**src/rtl/fx_pkg.sv**
```systemverilog
package fx_pkg;
  localparam int INSTR_W = 32;
  localparam int FLD_W   = 4;
  localparam int OP_LSB  = 28;
  localparam int RA_LSB  = 24;
  localparam int RB_LSB  = 20;
  localparam int RC_LSB  = 16;
  localparam int IMM_W   = 16;

  localparam logic [3:0] OPC_LOAD  = 4'd1;
  localparam logic [3:0] OPC_STORE = 4'd2;
  localparam logic [3:0] OPC_ADD   = 4'd3;
  localparam logic [3:0] OPC_ADDI  = 4'd4;
  localparam logic [3:0] OPC_SUBI  = 4'd5;
  localparam logic [3:0] OPC_BGTZ  = 4'd6;
  localparam logic [3:0] OPC_BGT   = 4'd7;

  typedef enum logic [2:0] {
    ST_FETCH, ST_FWAIT, ST_EXEC, ST_MRD, ST_MWAIT, ST_MWR, ST_HALT
  } seq_state_e;

  typedef enum logic [2:0] {
    K_WRITE, K_LOAD, K_STORE, K_JUMP, K_BAD
  } exec_kind_e;
endpackage

```
**src/rtl/fx_regfile.sv**
```systemverilog
module fx_regfile #(
  parameter int NREGS  = 16,
  parameter int DATA_W = 32,
  parameter int RA_W   = 4
) (
  input  logic              clk,
  input  logic              rst,
  input  logic              we,
  input  logic [RA_W-1:0]   waddr,
  input  logic [DATA_W-1:0] wdata,
  input  logic [RA_W-1:0]   raddr_a,
  input  logic [RA_W-1:0]   raddr_b,
  input  logic [RA_W-1:0]   raddr_c,
  output logic [DATA_W-1:0] rdata_a,
  output logic [DATA_W-1:0] rdata_b,
  output logic [DATA_W-1:0] rdata_c
);
  logic [DATA_W-1:0] cells [NREGS];

  for (genvar g = 0; g < NREGS; g++) begin : g_cell
    always_ff @(posedge clk) begin
      if (rst) begin
        cells[g] <= '0;
      end else if (we && (waddr == RA_W'(g))) begin
        cells[g] <= wdata;
      end
    end
  end

  assign rdata_a = cells[raddr_a];
  assign rdata_b = cells[raddr_b];
  assign rdata_c = cells[raddr_c];
endmodule

```
**src/rtl/fx_exec_unit.sv**
```systemverilog
module fx_exec_unit
  import fx_pkg::*;
#(
  parameter int DATA_W = 32,
  parameter int ADDR_W = 16
) (
  input  logic [3:0]        op,
  input  logic [IMM_W-1:0]  imm,
  input  logic [ADDR_W-1:0] pc,
  input  logic [DATA_W-1:0] va,
  input  logic [DATA_W-1:0] vb,
  input  logic [DATA_W-1:0] vc,
  output exec_kind_e        kind,
  output logic [DATA_W-1:0] result,
  output logic [ADDR_W-1:0] ea,
  output logic [ADDR_W-1:0] next_pc
);
  logic [DATA_W-1:0] imm_sx;
  logic [DATA_W-1:0] sum_bi;
  logic [DATA_W-1:0] dif_bi;
  logic [ADDR_W-1:0] seq_pc;
  logic [IMM_W-1:0]  tgt_full;
  logic              a_pos;
  logic              a_gt_b;

  assign imm_sx   = {{(DATA_W-IMM_W){imm[IMM_W-1]}}, imm};
  assign sum_bi   = vb + imm_sx;
  assign dif_bi   = vb - imm_sx;
  assign seq_pc   = pc + ADDR_W'(4);
  assign tgt_full = {imm[IMM_W-1:2], 2'b00};
  assign a_pos    = ($signed(va) > 0);
  assign a_gt_b   = ($signed(va) > $signed(vb));
  assign ea       = sum_bi[ADDR_W-1:0];

  always_comb begin
    kind    = K_BAD;
    result  = '0;
    next_pc = seq_pc;
    unique case (op)
      OPC_LOAD:  kind = K_LOAD;
      OPC_STORE: kind = K_STORE;
      OPC_ADD: begin
        kind   = K_WRITE;
        result = vb + vc;
      end
      OPC_ADDI: begin
        kind   = K_WRITE;
        result = sum_bi;
      end
      OPC_SUBI: begin
        kind   = K_WRITE;
        result = dif_bi;
      end
      OPC_BGTZ: begin
        kind = K_JUMP;
        if (a_pos) next_pc = tgt_full[ADDR_W-1:0];
      end
      OPC_BGT: begin
        kind = K_JUMP;
        if (a_gt_b) next_pc = tgt_full[ADDR_W-1:0];
      end
      default: begin
        kind    = K_BAD;
        next_pc = pc;
      end
    endcase
  end
endmodule

```
**src/rtl/fx_sequencer.sv**
```systemverilog
module fx_sequencer
  import fx_pkg::*;
#(
  parameter int              DATA_W     = 32,
  parameter int              ADDR_W     = 16,
  parameter int              NREGS      = 16,
  parameter logic [ADDR_W-1:0] START_ADDR = '0
) (
  input  logic              clk,
  input  logic              rst,
  output logic              mem_rd,
  output logic              mem_wr,
  output logic [ADDR_W-1:0] mem_addr,
  output logic [DATA_W-1:0] mem_wdata,
  input  logic [DATA_W-1:0] mem_rdata,
  output logic [ADDR_W-1:0] pc,
  output logic              err
);
  localparam int RA_W = $clog2(NREGS);

  seq_state_e          state;
  logic [INSTR_W-1:0]  ir;
  exec_kind_e          kind;
  logic [DATA_W-1:0]   va, vb, vc;
  logic [DATA_W-1:0]   alu_res;
  logic [ADDR_W-1:0]   ea;
  logic [ADDR_W-1:0]   next_pc;
  logic                rf_we;
  logic [DATA_W-1:0]   rf_wdata;
  logic                fetch_phase;

  assign fetch_phase = (state == ST_FETCH);
  assign rf_we    = ((state == ST_EXEC) && (kind == K_WRITE)) || (state == ST_MWAIT);
  assign rf_wdata = (state == ST_MWAIT) ? mem_rdata : alu_res;

  fx_regfile #(
    .NREGS (NREGS),
    .DATA_W(DATA_W),
    .RA_W  (RA_W)
  ) u_regs (
    .clk    (clk),
    .rst    (rst),
    .we     (rf_we),
    .waddr  (ir[RA_LSB +: RA_W]),
    .wdata  (rf_wdata),
    .raddr_a(ir[RA_LSB +: RA_W]),
    .raddr_b(ir[RB_LSB +: RA_W]),
    .raddr_c(ir[RC_LSB +: RA_W]),
    .rdata_a(va),
    .rdata_b(vb),
    .rdata_c(vc)
  );

  fx_exec_unit #(
    .DATA_W(DATA_W),
    .ADDR_W(ADDR_W)
  ) u_exec (
    .op     (ir[OP_LSB +: FLD_W]),
    .imm    (ir[IMM_W-1:0]),
    .pc     (pc),
    .va     (va),
    .vb     (vb),
    .vc     (vc),
    .kind   (kind),
    .result (alu_res),
    .ea     (ea),
    .next_pc(next_pc)
  );

  always_ff @(posedge clk) begin
    if (rst) begin
      state     <= ST_FETCH;
      pc        <= START_ADDR;
      ir        <= '0;
      err       <= 1'b0;
      mem_rd    <= 1'b1;
      mem_wr    <= 1'b0;
      mem_addr  <= START_ADDR;
      mem_wdata <= '0;
    end else begin
      unique case (state)
        ST_FETCH: begin
          mem_rd <= 1'b0;
          state  <= ST_FWAIT;
        end
        ST_FWAIT: begin
          ir    <= mem_rdata;
          state <= ST_EXEC;
        end
        ST_EXEC: begin
          unique case (kind)
            K_WRITE, K_JUMP: begin
              pc       <= next_pc;
              mem_rd   <= 1'b1;
              mem_addr <= next_pc;
              state    <= ST_FETCH;
            end
            K_LOAD: begin
              pc       <= next_pc;
              mem_rd   <= 1'b1;
              mem_addr <= ea;
              state    <= ST_MRD;
            end
            K_STORE: begin
              pc        <= next_pc;
              mem_wr    <= 1'b1;
              mem_addr  <= ea;
              mem_wdata <= va;
              state     <= ST_MWR;
            end
            default: begin
              err   <= 1'b1;
              state <= ST_HALT;
            end
          endcase
        end
        ST_MRD: begin
          mem_rd <= 1'b0;
          state  <= ST_MWAIT;
        end
        ST_MWAIT: begin
          mem_rd   <= 1'b1;
          mem_addr <= pc;
          state    <= ST_FETCH;
        end
        ST_MWR: begin
          mem_wr   <= 1'b0;
          mem_rd   <= 1'b1;
          mem_addr <= pc;
          state    <= ST_FETCH;
        end
        default: begin
          mem_rd <= 1'b0;
          mem_wr <= 1'b0;
          state  <= ST_HALT;
        end
      endcase
    end
  end
endmodule

```
**config.mk**
```make
export PLATFORM = sky130hd
export DESIGN_NAME = fx_sequencer
export DESIGN_NICKNAME = d
export VERILOG_FILES = /design/src/rtl/fx_pkg.sv /design/src/rtl/fx_regfile.sv /design/src/rtl/fx_exec_unit.sv /design/src/rtl/fx_sequencer.sv
export SDC_FILE = /design/constraint.sdc
export NUM_CORES = 1
export LEC_CHECK = 0
export BUFFER_PORTS_ARGS = -buffer_cell sky130_fd_sc_hd__buf_2
export CAP_MARGIN = 15
export CORE_MARGIN = 8
export CORE_UTILIZATION = 60
export CTS_BUF_LIST = sky130_fd_sc_hd__clkbuf_16
export DETAILED_ROUTE_END_ITERATION = 8
export PLACE_DENSITY_LB_ADDON = 0.3
export SLEW_MARGIN = 5
export SYNTH_ARGS = -nofsm -noshare
export SYNTH_HDL_FRONTEND = slang
export SYNTH_HIERARCHICAL = 1
export SYNTH_SLANG_ARGS = --single-unit
export TNS_END_PERCENT = 20
```
**constraint.sdc**
```tcl
create_clock -name clk -period 9 [get_ports clk]
set_clock_uncertainty 0.2 [all_clocks]
set_input_delay 0.9 -clock clk [delete_from_list [all_inputs] [get_ports clk]]
set_output_delay 0.9 -clock clk [all_outputs]
set_load 0.05 [all_outputs]
```
==> metrics.cfg <==
[outcome]
status=finished, final reports clean

[cells_and_area]
drive_gt1_share_pct=23.62
design_area_um2=43910
instances_no_fill=4219
final_util_pct=65.50
final_common_cell=and2_1
mostFrequentLayoutCells=517 x and2_1, 512 x edfxtp_1, 384 x mux4_2, 271 x nand2_1, 194 x a22oi_1
syn_to_final_growth_pct=8.485
finalNetCount=3426

[yosys]
ys_seq_area_share_pct=43.03
synth_area_leaders=edfxtp_1 38%, mux4_2 21%, and2_1 8.0%
synth_area_um2=40480
synth-edff-count=512
synth_cells=3339
yosysTopAreaCellShare_pct=37.98
syn_avg_cell_area_um2=12.12
synth.distinct_cells=87
synth_flop_cell=edfxtp_1
ys.warnings.count=6
synth_nets=3471
ys_ff_latch=614
yosysTopAreaCell=edfxtp_1
synthArstFlopShare_pct=0

[flow_run]
cap_violations=0

[critical_path]
crit_top_cell=nand2_1
critPathSlowestCell=dfxtp_4
cp.required_ns=9.16
start_kind=flip-flop
setup.worst_path.end_class=flip-flop
critPathMaxFanout=73
crit_type=flip-flop to flip-flop
cp.arrival_ns=7.79
critPathMaxStageDelay_ns=0.80
cp_cell_sequence=buf_12 -> mux4_2 -> a22oi_1 -> nand2_1 -> or4_4 -> nor4_2 -> nand2_1 -> xor2_1 -> a21oi_1 -> ha_1 -> nand2_1 -> nor3_1 -> nand3_1 -> o211ai_1 -> a2111oi_2 -> or3_1 -> a311oi_1 -> or4_1 -> nand3_1 -> mux2_2 -> and2_1

[pwr]
power_frac_clock_pct=28.5
p_per_area_nw_per_um2=216.9
power.combinational.fraction_pct=35.7
power_mw=9.526
p_seq_share_pct=35.8
peakVddDrop_mv=0.1155
power_switching_mw=3.504
leakage_nw=15.74
intPower_mw=6.022
power.share.switching_pct=36.78

[grt]
antenna_found_initial=6
grt_pass1_vias=31543
grt_pass1_wl_mm=203.5
overflow=0
grt_util_all_layers_pct=36.45
grt_max_degree=77

[route]
drcViolationCount=0
wl_per_cell_um=33.21
ant_nets=0
drt_wl_total_mm=140.1
vias_per_cell=7.548
drt-initial-drc-count=5057
drtPass1Iterations=6
route.vias.total=31845

[timing]
finalCritPeriodShare_pct=84.72
hold_ws_ns=0.2664
fin_ws_ns=1.376
setup_violations=0
finalWorstPathRequiredPeriod_ns=7.624
rsz0062_at_grt=false
fmax_ghz=0.1312
worstMarginPinSlew_ns=1.264
slew_headroom_pct=15.56
slew_violations=0
hold_viol=0
tns_ns=0

[floorplan]
core_um2=67040
io-pin-count=101
die_x_um=275.7
rows=95
start_util_pct=60.38
die_h_um=275.7
die_area_um2=76030

[cts]
holdBufCountCts=0
root_buffer=clkbuf_16
cts.clk_slew.worst_paths_ns=0.06
h-tree-depth=3
clk_latency_ns=0.63
cts_resized=0
cts_setup_buffers=0
numCtsBuffers=67
clock_path_buffers=3
cts.sinks=614
cts_tree=built

[placement]
portBuffers=100
dp_hpwl_mm=88.38
dp.cells=4096
dpl_cell_area_um2=41780
pre_cts_ws_ns=1.494
place.gp.congestion=0.9690

[hold_path]
hp-class=flip-flop to flip-flop

[critical path: cells and delay by family, from the launching register on]
| family | cells | cell delay, ns |
|---|---|---|
| and+or+nand+nor | 11 | 2.99 |
| AOI/OAI and AO/OA | 5 | 1.28 |
| muxes | 2 | 0.95 |
| DFF | 1 | 0.80 |
| buffers and inverters | 1 | 0.55 |
| adders and majority gates | 1 | 0.34 |
| xor gates and xnor gates | 1 | 0.20 |
[cells by family after synthesis]
| family | after synthesis | share of synthesized area [%] |
|---|---|---|
| adder cells (fa/ha/maj) | 98 | 3.066 |
| multiplexers | 421 | 22.39 |
| XOR/XNOR | 80 | 1.731 |
| AND/OR/NAND/NOR | 1108 | 15.26 |
| buffers and inverters | 365 | 3.743 |
| flip-flops | 614 | 43.03 |
| AO/OA/AOI/OAI | 653 | 10.78 |
[metal layers]
| layer | GRT usage [%] | part of all wire [%] | vias to the layer above |
|---|---|---|---|
| met5 | 0 | 0.0093 | - |
| met4 | 17.41 | 5.7 | 2 |
| met3 | 14.78 | 17 | 619 |
| met2 | 54.39 | 43 | 2847 |
| met1 | 46.28 | 34 | 15599 |
| li1 | - | - | 12778 |
[final cells by class]
| type | instances | area (um2) |
|---|---|---|
| Timing Repair Buffer | 179 | 1145 |
| Tap cell | 873 | 1092 |
| Sequential cell | 614 | 17440 |
| Inverter | 72 | 270.3 |
| Multi-Input combinational cell | 2360 | 21860 |
| Antenna cell | 1 | 2.502 |
| Clock buffer | 68 | 1702 |
| Fill cell | 4809 | 23130 |
| Clock inverter | 52 | 401.6 |
[final timing paths]
check                           slack [ns]         start              endpoint  depth (start not counted)
worst max register to register        1.38        ir[16]  u_regs/cells[14][31]                         21
worst min register to register        0.27  mem_addr[10]          mem_addr[10]                          1
worst max-delay path                  1.38        ir[16]  u_regs/cells[14][31]                         21
worst min-delay path                  0.27  mem_addr[10]          mem_addr[10]                          1
[state kept, by name, indices dropped and copies added, names as in the netlist]
signal and count:
mem_wr 1, err 1, ir 32, mem_wdata 32
mem_rd 1, pc 16, state 3, u_regs/cells 512
mem_addr 16
[cell usage after synthesis (all sizes together), types with 13 or more instances]
library cell / number
ha: 96
a32o: 18
and2: 519
nor2b: 19
inv: 71
o22ai: 13
mux2: 34
xnor2: 44
or4: 27
o21bai: 22
nor4: 16
xor2: 36
edfxtp: 512
nand3b: 19
nand2b: 25
nor3: 32
nand2: 273
nand3: 56
a21o: 32
o211ai: 26
a21oi: 181
clkbuf: 220
o21ai: 97
a22oi: 194
nor2: 71
buf: 73
mux4: 384
dfxtp: 102
[power by group through the flow]
stage	registers, mW	clock network [mW]	logic, mW
2_1_floorplan	3.33	0	2.37
3_3_place_gp	3.44	0	3.18
3_5_place_dp	3.46	0	3.26
4_1_cts	3.40	2.72	3.28
5_1_grt	3.43	2.82	3.56
6_report	3.41	2.71	3.40
(Power assumes the default switching activity.)
